==> config.mk <==
export PLATFORM = sky130hd
export DESIGN_NAME = booth_seq_mult
export DESIGN_NICKNAME = d
export VERILOG_FILES = /design/src/rtl/booth_pkg.sv /design/src/rtl/booth_recoder.sv /design/src/rtl/booth_addsub.sv /design/src/rtl/booth_step_ctr.sv /design/src/rtl/booth_datapath.sv /design/src/rtl/booth_seq_mult.sv
export SDC_FILE = /design/constraint.sdc
export NUM_CORES = 1
export LEC_CHECK = 0
export BUFFER_PORTS_ARGS = -buffer_cell sky130_fd_sc_hd__buf_2
export CAP_MARGIN = 0
export CORE_ASPECT_RATIO = 0.6
export CORE_MARGIN = 2
export CORE_UTILIZATION = 30
export CTS_CLUSTER_DIAMETER = 120
export DETAILED_ROUTE_END_ITERATION = 8
export GPL_TIMING_DRIVEN = 0
export PLACE_DENSITY = 0.48
export SLEW_MARGIN = 10
export SYNTH_ARGS = -nofsm -noshare
export SYNTH_HDL_FRONTEND = slang
export SYNTH_SLANG_ARGS = --single-unit
==> constraint.sdc <==
create_clock -name clk -period 3.4 [get_ports clk]
set_input_delay 0.68 -clock clk [delete_from_list [all_inputs] [get_ports clk]]
set_output_delay 0.68 -clock clk [all_outputs]
set_load 0.02 [all_outputs]
==> src/rtl/booth_pkg.sv <==
package booth_pkg;

  typedef enum logic [1:0] {
    BOP_HOLD = 2'd0,
    BOP_ADD  = 2'd1,
    BOP_SUB  = 2'd2
  } booth_op_e;

endpackage

==> src/rtl/booth_recoder.sv <==
module booth_recoder
  import booth_pkg::*;
(
  input  logic      q_lsb,
  input  logic      q_ext,
  output booth_op_e op
);

  // pair {q_lsb, q_ext}: 01 -> add, 10 -> subtract, 00/11 -> shift only
  always_comb begin
    case ({q_lsb, q_ext})
      2'b01:   op = BOP_ADD;
      2'b10:   op = BOP_SUB;
      default: op = BOP_HOLD;
    endcase
  end

endmodule

==> src/rtl/booth_addsub.sv <==
module booth_addsub
  import booth_pkg::*;
#(
  parameter int AW = 9
) (
  input  logic [AW-1:0] acc,
  input  logic [AW-1:0] addend,
  input  booth_op_e     op,
  output logic [AW-1:0] result
);

  logic [AW-1:0] operand;
  logic          carry_in;

  // shared adder: subtraction uses inverted operand and carry-in
  always_comb begin
    operand  = '0;
    carry_in = 1'b0;
    case (op)
      BOP_ADD: operand = addend;
      BOP_SUB: begin
        operand  = ~addend;
        carry_in = 1'b1;
      end
      default: operand = '0;
    endcase
    result = acc + operand + {{(AW-1){1'b0}}, carry_in};
  end

endmodule

==> src/rtl/booth_step_ctr.sv <==
module booth_step_ctr #(
  parameter int STEPS = 8
) (
  input  logic clk,
  input  logic rst,
  input  logic load,
  input  logic advance,
  output logic last
);

  localparam int CW = $clog2(STEPS + 1);

  logic [CW-1:0] cnt_q;

  always_ff @(posedge clk) begin
    if (rst) begin
      cnt_q <= '0;
    end else if (load) begin
      cnt_q <= CW'(STEPS);
    end else if (advance) begin
      cnt_q <= cnt_q - 1'b1;
    end
  end

  assign last = (cnt_q == CW'(1));


  step_range_chk: assert property (@(posedge clk) disable iff (rst)
    cnt_q <= CW'(STEPS));


  no_idle_step_chk: assert property (@(posedge clk) disable iff (rst)
    advance |-> cnt_q != '0);

endmodule

==> src/rtl/booth_datapath.sv <==
module booth_datapath
  import booth_pkg::*;
#(
  parameter int WIDTH = 8
) (
  input  logic               clk,
  input  logic               rst,
  input  logic               load,
  input  logic               advance,
  input  logic [WIDTH-1:0]   mcand_in,
  input  logic [WIDTH-1:0]   mplier_in,
  output logic [2*WIDTH-1:0] prod_next
);

  localparam int AW = WIDTH + 1;

  logic [AW-1:0]    m_q;
  logic [AW-1:0]    a_q;
  logic [WIDTH-1:0] q_q;
  logic             x_q;

  booth_op_e        op;
  logic [AW-1:0]    sum;
  logic [AW-1:0]    a_sh;
  logic [WIDTH-1:0] q_sh;
  logic             x_sh;

  booth_recoder u_rec (
    .q_lsb (q_q[0]),
    .q_ext (x_q),
    .op    (op)
  );

  booth_addsub #(.AW(AW)) u_add (
    .acc    (a_q),
    .addend (m_q),
    .op     (op),
    .result (sum)
  );

  // arithmetic right shift across {A, Q, Q-1}
  always_comb begin
    a_sh = {sum[AW-1], sum[AW-1:1]};
    q_sh = {sum[0], q_q[WIDTH-1:1]};
    x_sh = q_q[0];
  end

  always_ff @(posedge clk) begin
    if (rst) begin
      m_q <= '0;
      a_q <= '0;
      q_q <= '0;
      x_q <= 1'b0;
    end else if (load) begin
      m_q <= {mcand_in[WIDTH-1], mcand_in};
      a_q <= '0;
      q_q <= mplier_in;
      x_q <= 1'b0;
    end else if (advance) begin
      a_q <= a_sh;
      q_q <= q_sh;
      x_q <= x_sh;
    end
  end

  assign prod_next = {a_sh[WIDTH-1:0], q_sh};


  a_headroom_chk: assert property (@(posedge clk) disable iff (rst)
    a_q[AW-1] == a_q[AW-2]);

endmodule

==> src/rtl/booth_seq_mult.sv <==
module booth_seq_mult #(
  parameter int WIDTH = 8
) (
  input  logic               clk,
  input  logic               rst,
  input  logic               start,
  input  logic [WIDTH-1:0]   mcand,
  input  logic [WIDTH-1:0]   mplier,
  output logic               busy,
  output logic               done,
  output logic [2*WIDTH-1:0] product
);

  localparam int PW = 2 * WIDTH;

  logic          busy_q;
  logic          done_q;
  logic [PW-1:0] prod_q;
  logic          load;
  logic          advance;
  logic          last;
  logic [PW-1:0] prod_next;

  assign load    = start && !busy_q;
  assign advance = busy_q;

  booth_step_ctr #(.STEPS(WIDTH)) u_ctr (
    .clk     (clk),
    .rst     (rst),
    .load    (load),
    .advance (advance),
    .last    (last)
  );

  booth_datapath #(.WIDTH(WIDTH)) u_dp (
    .clk       (clk),
    .rst       (rst),
    .load      (load),
    .advance   (advance),
    .mcand_in  (mcand),
    .mplier_in (mplier),
    .prod_next (prod_next)
  );

  always_ff @(posedge clk) begin
    if (rst) begin
      busy_q <= 1'b0;
      done_q <= 1'b0;
      prod_q <= '0;
    end else begin
      done_q <= busy_q && last;
      if (load) begin
        busy_q <= 1'b1;
      end else if (busy_q && last) begin
        busy_q <= 1'b0;
      end
      if (busy_q && last) begin
        prod_q <= prod_next;
      end
    end
  end

  assign busy    = busy_q;
  assign done    = done_q;
  assign product = prod_q;


  start_accept_chk: assert property (@(posedge clk) disable iff (rst)
    (start && !busy) |=> busy);


  done_after_busy_chk: assert property (@(posedge clk) disable iff (rst)
    done |-> (!busy && $past(busy)));


  done_pulse_chk: assert property (@(posedge clk) disable iff (rst)
    done |=> !done);


  busy_ends_with_done_chk: assert property (@(posedge clk) disable iff (rst)
    busy |=> (busy || done));


  product_hold_chk: assert property (@(posedge clk) disable iff (rst)
    !done |-> $stable(product));

endmodule

==> impl_results.md, run 1 <==
- Remaining antenna violation count: 0
- R2r worst-path depth: 11
- HP Start: product[2]
- DR pass1 iterations: 4
- Largest family of logic cells by synthesized area: simple AND/OR/NAND/NOR gates
- # hold bufs at CTS: 0
- Layout fillers: 787
- Post-layout instance area: 2710 sq um
- Measured slew at the worst slew-check pin: 0.569 ns
- Synth cell types: 36
- Hold Path Class: reg -> reg
- WS Path Type: reg -> reg
- Clk slew on worst S/H paths: 0.07 ns
- GR Layer Usage met1: 25.4%
- Post-CTS sizing: 0
- Vias in the first global route: 1899
- GRT overflow: 0
- Hold Vio Cnt, Final: 0
- R2R setup slack: 0.66 ns
- Unrepaired setup endpoints after global routing: false
- Worst-Skew Late Latency: 0.29 ns
- Post-synthesis compound-gate area fraction: 15.9%
- Relative slew slack: 62.1%
- Post-synthesis adder-cell area fraction: 6.80%
- Power Dens Cells: 476 nW/um^2
- Num Clock Sinks: 47
- Post-route clock skew: 0.00665 ns
- Leakage: 0.00114 uW
- Final antenna diode count: 0
- Yosys reg bits: 47
- Syn. warnings: 0
- DRC violations left: 0
- Outcome: completed
- CTS tree: built
- Startpoint types: register
- Top fanout value on the critical path: 8
- Post-Synthesis Cells: 273
- Required time worst endpoint: 3.55 ns
- Row count: 24
- I/O Buffers: 36
- Maximum VDD drop: 0.206 mV
- Worst r2r src: u_dp.q_q[0]
- Peak Freq: 365 MHz
- CTS Buffer Depth: 2
- Met2 usage: 20.9%
- Gp weighted congestion: 0.827
- Share of the synthesized area in the top cell type: 41.9%
- Clock root cell: clkbuf_16
- Final wirelength: 5.86 mm
- Register area share after synthesis: 41.9%
- Syn Area/Cell: 8.22 sq um
- CORE AREA: 7270 sq um
- Max-cap viol count: 0
- Vias/cell: 4.60
- Die extent in y: 71 um
- Cell depth of the worst hold path: 2
- Area leader, netlist: dfxtp_1
- FFs w/ async S/R, synth: 0%
- Hold EP: product[2]
- Hpwl dp: 4.19 mm
- Final Non-Filler Cells: 421
- Final setup vio count: 0
- Worst hold slack: 0.451 ns
- 1st-iter DRT viols: 101
- Reg-to-Reg End: u_dp.a_q[5]
- Initial antenna violation count: 0
- Clock period minus worst slack: 2.74 ns
- Largest net degree at the start of global routing: 14
- GRT Util Overall: 15.8%
- Drt wl/cell: 13.9 um
- Share of layout cells above drive strength 1: 17.0%
- Syn nets: 303
- Crit path DAT: 2.89 ns
- Period utilization: 80.5%
- CP endpoint kind: register
- Initial Utilization: 30.9%
- Cells after DPL: 413
- Post-Synth XOR/XNOR Area: 2.73%
- Post-CTS Setup Bufs: 0
- Layout Nets: 346
- Synthesized area: 2240 sq um
- Synthesis-to-finish area growth: 20.8%
- Max Slew Vio Count: 0
- Met3 Use GR: 4.11%
- Setup TNS: 0 ns
- Fin util: 37.3%
- Main flop type after synthesis: dfxtp_1
- TritonCTS Buffers: 5
- Area post-placement: 2550 sq um
- Top cells by area, synth: dfxtp_1, nand2_1, a21oi_1
- DR vias: 1937
- First-pass GRT wire length: 9.94 mm
- Fraction of the mapped netlist area in simple logic gates: 21.5%
- I/O pin count: 37
- GR peak layer: met1
- Die width: 116 um
- Number of flops mapped to enable cells by yosys: 0
- Die Area: 8210 sq um
- Htree depth: 2
- Mux contribution to synthesized area: 6.30%
per-layer routing:
layer,up-vias,share of wire (%)
met5,-,0
met4,0,0.46
met3,5,4.5
met2,31,39
met1,895,56
li1,1006,-
worst max-delay path, cell delays in order (launching register included):
cell and delay, ns:
dfxtp_1 0.39, nor2b_1 0.06, clkbuf_1 0.22, nand2_1 0.12, o21ai_0 0.10, fa_1 0.44
fa_1 0.44, a21oi_1 0.24, o211ai_1 0.15, o21ai_0 0.12, xor2_1 0.22, a211oi_1 0.10
state kept, by name, summed over array words and instances, names as in the netlist:
register / cells
busy: 1
done: 1
product: 16
u_ctr.cnt_q: 4
u_dp.a_q: 8
u_dp.m_q: 8
u_dp.q_q: 8
u_dp.x_q: 1
cell usage in the layout, fill, tap and decap left out, types with 2 or more instances in the layout:
cell,count
clkbuf_8,4
nand3_1,3
nor2b_1,2
xor2_1,3
ha_1,9
fa_1,2
mux2i_1,13
inv_1,6
nand3b_1,2
dfxtp_1,47
buf_2,41
o22ai_1,2
a211oi_1,7
xnor2_1,4
nor3_1,3
a21o_1,2
clkbuf_16,5
o21ai_0,16
nand2_1,51
clkbuf_1,9
a21oi_1,32
nor2_1,35
nand2b_1,5
final cells by class:
| cell class | count | area (sq um) | share of cell area [%] |
|---|---|---|---|
| tap | 104 | 130 | 4.80 |
| multi-input combinational | 204 | 1190 | 44.1 |
| buffer | 16 | 86.3 | 3.18 |
| timing repair buffer | 36 | 180 | 6.65 |
| sequential | 47 | 941 | 34.7 |
| inverter | 6 | 22.5 | 0.831 |
| clock buffer | 8 | 156 | 5.77 |
how the worst max path moves through the flow:
stage                  end  slack, ns  depth (start not counted)        start
2_1_floorplan  product[13]       1.05                         11     u_dp.x_q
3_3_place_gp   product[13]       0.68                         11  u_dp.q_q[0]
3_5_place_dp   u_dp.a_q[5]       0.69                         11  u_dp.q_q[0]
4_1_cts        u_dp.a_q[5]       0.66                         11  u_dp.q_q[0]
5_1_grt        product[13]       0.49                         11  u_dp.q_q[0]
6_report       u_dp.a_q[5]       0.66                         11  u_dp.q_q[0]
cell families (layout without fill, tap and decap cells):
group / count (synthesis) / in the layout
fa+ha+maj: 11 / 11
buf+inv: 22 / 66
simple gates: 109 / 109
xor+xnor: 7 / 7
flops: 47 / 47
compound gates: 63 / 63
mux: 14 / 14
where the power goes:
| group | internal (uW) | total [uW] | switching [uW] |
|---|---|---|---|
| logic | 69.7 | 170 | 101 |
| registers | 575 | 594 | 19.2 |
| clock network | 314 | 528 | 214 |
| total | 958 | 1290 | 334 |
cells in the mapped netlist (all sizes together), types with 2 or more instances:
library cell  count
nand2            51
dfxtp            47
nor2             35
a21oi            32
o21ai            16
mux2i            13
clkbuf           10
ha                9
a211oi            8
buf               6
inv               6
nand2b            5
nor3              4
xnor2             4
a21o              3
nand3             3
xor2              3
fa                2
nand3b            2
nor2b             2
o22ai             2
stage by stage:
step	worst slack [ns]	total power [uW]
CTS	0.655	1300
detailed placement	0.686	778
global placement	0.677	776
global route	0.487	1350
floorplan	1.05	723
finish	0.662	1290
Note: power is estimated with default switching activity, not from simulation.
==> run 2: changes to the inputs <==
--- a/config.mk
+++ b/config.mk
@@ -13,7 +13,7 @@
 export CTS_CLUSTER_DIAMETER = 120
 export DETAILED_ROUTE_END_ITERATION = 8
 export GPL_TIMING_DRIVEN = 0
-export PLACE_DENSITY = 0.48
+export PLACE_DENSITY = 0.5
 export SLEW_MARGIN = 10
 export SYNTH_ARGS = -nofsm -noshare
 export SYNTH_HDL_FRONTEND = slang
==> constraint.sdc (replaced) <==
create_clock -name clk -period 2.2 [get_ports clk]
set_input_delay 0.44 -clock clk [delete_from_list [all_inputs] [get_ports clk]]
set_output_delay 0.44 -clock clk [all_outputs]
set_load 0.02 [all_outputs]
==> impl_results.md, run 2 (synthesis results as in run 1) <==
- Peak Freq: 448 MHz (+23%)
- CTS Buffer Depth: 2 (unchanged)
- # hold bufs at CTS: 0 (unchanged)
- I/O pin count: 37 (unchanged)
- Worst-Skew Late Latency: 0.29 ns (about the same)
- Max Slew Vio Count: 0 (unchanged)
- Final wirelength: 5.90 mm (+0.72%)
- TritonCTS Buffers: 5 (unchanged)
- Layout fillers: 798 (+1.4%)
- DR pass1 iterations: 4 (unchanged)
- Final setup vio count: 2 (+2)
- Relative slew slack: 64.0% (+1.9 points)
- Drt wl/cell: 13.6 um (-2.1%)
- Maximum VDD drop: 0.266 mV (+29%)
- Power Dens Cells: 686 nW/um^2 (+44%)
- Outcome: finished with violations
- R2r worst-path depth: 10 (-1)
- Vias/cell: 4.64 (+0.79%)
- CORE AREA: 7270 sq um (unchanged)
- DRC violations left: 0 (unchanged)
- Required time worst endpoint: 2.35 ns (-1.20 ns)
- Die extent in y: 71 um (unchanged)
- DR vias: 2008 (+3.7%)
- Vias in the first global route: 1889 (-0.53%)
- Setup crit start: u_dp.x_q
- I/O Buffers: 36 (unchanged)
- Gp weighted congestion: 0.877 (+6.1%)
- Largest net degree at the start of global routing: 15 (+1)
- Unrepaired setup endpoints after global routing: true
- Die Area: 8210 sq um (unchanged)
- Final antenna diode count: 0 (unchanged)
- Row count: 24 (unchanged)
- Initial antenna violation count: 0 (unchanged)
- Share of layout cells above drive strength 1: 25.2% (+8.2 points)
- First-pass GRT wire length: 9.56 mm (-3.8%)
- Num Clock Sinks: 47 (unchanged)
- Hold Path Class: in -> reg
- Die width: 116 um (unchanged)
- 1st-iter DRT viols: 99 (-2.0%)
- CTS tree: built
- Htree depth: 2 (unchanged)
- Initial Utilization: 30.9% (unchanged)
- Measured slew at the worst slew-check pin: 0.540 ns (-0.0285 ns)
- Reg area: 946 sq um (+0.53%)
- CP endpoint kind: register
- Commonest non-fill, non-tap cell in the layout: nand2_1
- Clock period minus worst slack: 2.23 ns (-0.506 ns)
- Worst hold slack: 0.384 ns (-0.0673 ns)
- Leakage: 0.00122 uW (+7.2%)
- Layout Nets: 358 (+3.5%)
- GRT Util Overall: 15.1% (-0.66 points)
- Most frequent cells in the layout: nand2_1, dfxtp_1, buf_2
- R2R setup slack: -0.03 ns (-0.69 ns)
- HP Start: mcand[2]
- Area of the multi-input gates: 1270 sq um (+6.4%)
- Worst setup path endpoint: u_dp.a_q[5]
- Clk slew on worst S/H paths: 0.07 ns (about the same)
- Hold Vio Cnt, Final: 0 (unchanged)
- Post-route clock skew: 0.00594 ns (-0.000715 ns)
- Reg-to-Reg End: u_dp.a_q[5]
- Max reg flops: 16 (unchanged)
- Final Power: 1970 uW (+52%)
- Failing checks: negative setup slack
- DP Worst Slack: -0.317 ns (-1.00 ns)
- Remaining antenna violation count: 0 (unchanged)
- Worst r2r src: u_dp.x_q
- Setup WS post-layout: -0.0320 ns (-0.694 ns)
- WS Path Type: reg -> reg
- Fin util: 39.5% (+2.2 points)
- Clock root cell: clkbuf_16
- Period utilization: 101% (+21 points)
- Synthesis-to-finish area growth: 27.9%
- Crit path DAT: 2.38 ns (-0.51 ns)
- Startpoint types: register
- Max-cap viol count: 0 (unchanged)
- Top fanout value on the critical path: 4 (-4)
- GRT overflow: 0 (unchanged)
- Setup TNS: -0.0552 ns (-0.0552 ns)
- Hpwl dp: 4.18 mm (-0.24%)
## run 2: where the power goes
group / switching [uW] / internal [uW]
Sequential: 31.6 / 888
Clock: 331 / 420
Combinational: 166 / 132
Total: 529 / 1440
## run 2: critical path, stage by stage, from the launching register on
cell and delay, ns:
dfxtp_2 0.33, nor2b_4 0.13, nand2_1 0.06, o21ai_2 0.06, fa_2 0.37, fa_2 0.38
a21oi_2 0.18, o211ai_1 0.13, o21ai_1 0.12, xor2_1 0.23, a211oi_1 0.11
## run 2: how the worst min path moves through the flow
stage	to	slack, ns	cells after the start
after global placement	product[3]	0.44	2
after floorplan	product[0]	0.44	2
after global routing	u_dp.m_q[2]	0.39	3
final	u_dp.m_q[2]	0.38	3
after CTS	u_dp.m_q[3]	0.38	3
after detailed placement	product[2]	0.45	2
## run 2: metrics by stage
stage,instance area [sq um],std cells
3_3_place_gp,2560,413
6_report,2870,433
3_5_place_dp,2560,413
5_1_grt,2870,433
4_1_cts,2790,428
2_1_floorplan,2250,273
## run 2: routing by layer
layer | share of wire, % | up-vias | track usage (%)
met5 | 0 | - | 0
met4 | 1.0 | 0 | 3.17
met3 | 5.8 | 7 | 3.94
met2 | 39 | 37 | 21.1
met1 | 54 | 934 | 23.3
li1 | - | 1030 | -
## run 2: timing repair
| action | in CTS | in global routing |
|---|---|---|
| endpoints found under the setup margin | 10 | 10 |
| resized for setup | 11 | 17 |
| pin swaps | 8 | 9 |
| buffers inserted | 8 | 5 |
## run 2: area by class of cell
cell class	instances	share of cell area [%]
inverter	6	0.784
clock inverter	2	0.436
tap	104	4.53
multi-input combinational	204	44.3
sequential	47	32.9
clock buffer	6	4.49
timing repair buffer	49	9.67
buffer	15	2.88
==> run 3: changes to the inputs <==
--- a/config.mk
+++ b/config.mk
@@ -7,10 +7,10 @@
 export LEC_CHECK = 0
 export BUFFER_PORTS_ARGS = -buffer_cell sky130_fd_sc_hd__buf_2
 export CAP_MARGIN = 0
-export CORE_ASPECT_RATIO = 0.6
 export CORE_MARGIN = 2
 export CORE_UTILIZATION = 30
 export CTS_CLUSTER_DIAMETER = 120
+export CTS_CLUSTER_SIZE = 16
 export DETAILED_ROUTE_END_ITERATION = 8
 export GPL_TIMING_DRIVEN = 0
 export PLACE_DENSITY = 0.5
==> impl_results.md, run 3 (synthesis results as in run 1) <==
- Vias in the first global route: 1936 (+2.5%)
- Measured slew at the worst slew-check pin: 0.613 ns (+0.0728 ns)
- Leakage: 0.00122 uW (-0.21%)
- Synthesis-to-finish area growth: 28.1%
- Gp weighted congestion: 0.824 (-6.1%)
- 1st-iter DRT viols: 69 (-30%)
- GRT Util Overall: 14.6% (-0.53 points)
- Initial Utilization: 30.9% (+0.059 points)
- CTS Buffer Depth: 2 (unchanged)
- Die Area: 8190 sq um (-0.27%)
- Failing checks: negative setup slack
- Final antenna diode count: 0 (unchanged)
- First-pass GRT wire length: 9.52 mm (-0.43%)
- Outcome: finished with violations
- Max reg flops: 16 (unchanged)
- Htree depth: 2 (unchanged)
- Hold EP: u_dp.m_q[6]
- Final wirelength: 5.88 mm (-0.27%)
- Required time worst endpoint: 2.37 ns (+0.02 ns)
- Hold Path Class: in -> reg
- Most frequent CP cell: fa_2
- Num Clock Sinks: 47 (unchanged)
- Max-cap viol count: 0 (unchanged)
- Commonest non-fill, non-tap cell in the layout: nand2_1
- CP endpoint kind: register
- Row count: 31 (+29%)
- Drt wl/cell: 13.7 um (+0.89%)
- Clock period minus worst slack: 2.21 ns (-0.0196 ns)
- I/O pin count: 37 (unchanged)
- CP max stage delay: 0.37 ns (about the same)
- Startpoint types: register
- Period utilization: 101% (-0.89 points)
- Final Non-Filler Cells: 428 (-1.2%)
- Power Dens Cells: 659 nW/um^2 (-3.9%)
- Maximum VDD drop: 0.347 mV (+31%)
- Worst r2r src: u_dp.x_q
- DRC violations left: 0 (unchanged)
- Crit path DAT: 2.39 ns (about the same)
- Clk slew on worst S/H paths: 0.10 ns (+0.03 ns)
- Final setup vio count: 2 (unchanged)
- Unrepaired setup endpoints after global routing: true
- Hpwl dp: 3.95 mm (-5.5%)
- Clock root cell: clkbuf_8
- Largest net degree at the start of global routing: 17 (+2)
- CTS tree: built
- CP Cell Sequence: nor2b_4, nand2_2, o21ai_2, fa_2, fa_2, a21oi_2, o211ai_1, o21ai_1, xor2_1, a211oi_1
- Max Slew Vio Count: 0 (unchanged)
- Setup crit start: u_dp.x_q
- CORE AREA: 7250 sq um (-0.19%)
- Remaining antenna violation count: 0 (unchanged)
- Layout Nets: 358 (unchanged)
- Relative slew slack: 59.1% (-4.9 points)
- Reg-to-Reg End: product[13]
- Post-route clock skew: 0.00402 ns (-0.00192 ns)
- Cells after DPL: 408 (-1.2%)
- DR pass1 iterations: 4 (unchanged)
- Hold Vio Cnt, Final: 0 (unchanged)
- Die extent in y: 90.5 um (+27%)
- Layout fillers: 784 (-1.8%)
- Top fanout value on the critical path: 4 (unchanged)
- WS Path Type: reg -> reg
- Die width: 90.5 um (-22%)
- Initial antenna violation count: 0 (unchanged)
- Worst-Skew Late Latency: 0.31 ns (+0.02 ns)
- Most frequent cells in the layout: nand2_1, dfxtp_1, buf_2
- I/O Buffers: 36 (unchanged)
- DP Worst Slack: -0.286 ns (+0.0314 ns)
- CP max stage cell: fa_2
- Setup WS post-layout: -0.0124 ns (+0.0196 ns)
- HP Start: mcand[6]
- TritonCTS Buffers: 5 (unchanged)
- R2r worst-path depth: 10 (unchanged)
- GRT overflow: 0 (unchanged)
- Cell depth of the worst hold path: 3 (unchanged)
- Share of layout cells above drive strength 1: 26.4% (+1.2 points)
- Peak Freq: 452 MHz (+0.89%)
- R2R setup slack: -0.01 ns (+0.02 ns)
- DR vias: 1996 (-0.60%)
- Vias/cell: 4.66 (+0.56%)
[run 3: worst max-delay path, delay by kind of cell (launching register included)]
family	cells	cell delay (ns)
AOI/OAI and AO/OA	5	0.57
adders and majority gates	2	0.73
DFF	1	0.34
xor gates and xnor gates	1	0.23
and+or+nand+nor	2	0.21
[run 3: worst max-delay path by stage]
stage / slack, ns / depth (start not counted) / endpoint
finish: -0.01 / 10 / product[13]
global route: -0.17 / 10 / product[13]
global placement: -0.26 / 11 / product[13]
detailed placement: -0.29 / 9 / u_dp.a_q[5]
CTS: -0.08 / 10 / u_dp.a_q[5]
floorplan: 0.02 / 11 / product[13]
[run 3: power breakdown]
part	internal [uW]	leakage, uW	switching, uW
combinational	133	0.000773	170
sequential	887	0.000384	30.9
clock	345	0.0000587	330
total	1370	0.00122	531
[run 3: routing by layer]
layer  wire length (um)  track usage, %
met3                208            3.09
met2               2680            23.0
met4                 51            3.85
met5                  0               0
met1               2940            20.2
[run 3: timing repair]
action / CTS / global route
hold buffers: 0 / 0
pin swaps: 11 / 18
endpoints found under the setup margin: 10 / 10
buffers inserted: 11 / 2
resized for setup: 14 / 18
[run 3: through the flow]
stage                     TNS (ns)  power (uW)  hold slack (ns)  utilization [%]  area [sq um]
after floorplan                  0        1120            0.444                -          2250
after global placement       -1.84        1190            0.441             35.3          2560
after detailed placement     -2.34        1200            0.446             35.3          2560
after CTS                   -0.184        1890            0.356             38.7          2800
after global routing        -0.980        1990            0.354             39.7          2880
final                      -0.0168        1900            0.358             39.7          2880
[run 3: area by class of cell]
class / instances / area [sq um] / share of cell area [%]
flip-flops and latches: 47 / 946 / 32.9
plain buffers: 15 / 82.6 / 2.87
well taps: 99 / 124 / 4.31
repair buffers: 49 / 290 / 10.1
clock buffers: 5 / 68.8 / 2.39
clock inverters: 3 / 47.5 / 1.65
inverters: 6 / 22.5 / 0.783
multi-input cells: 204 / 1290 / 45.0
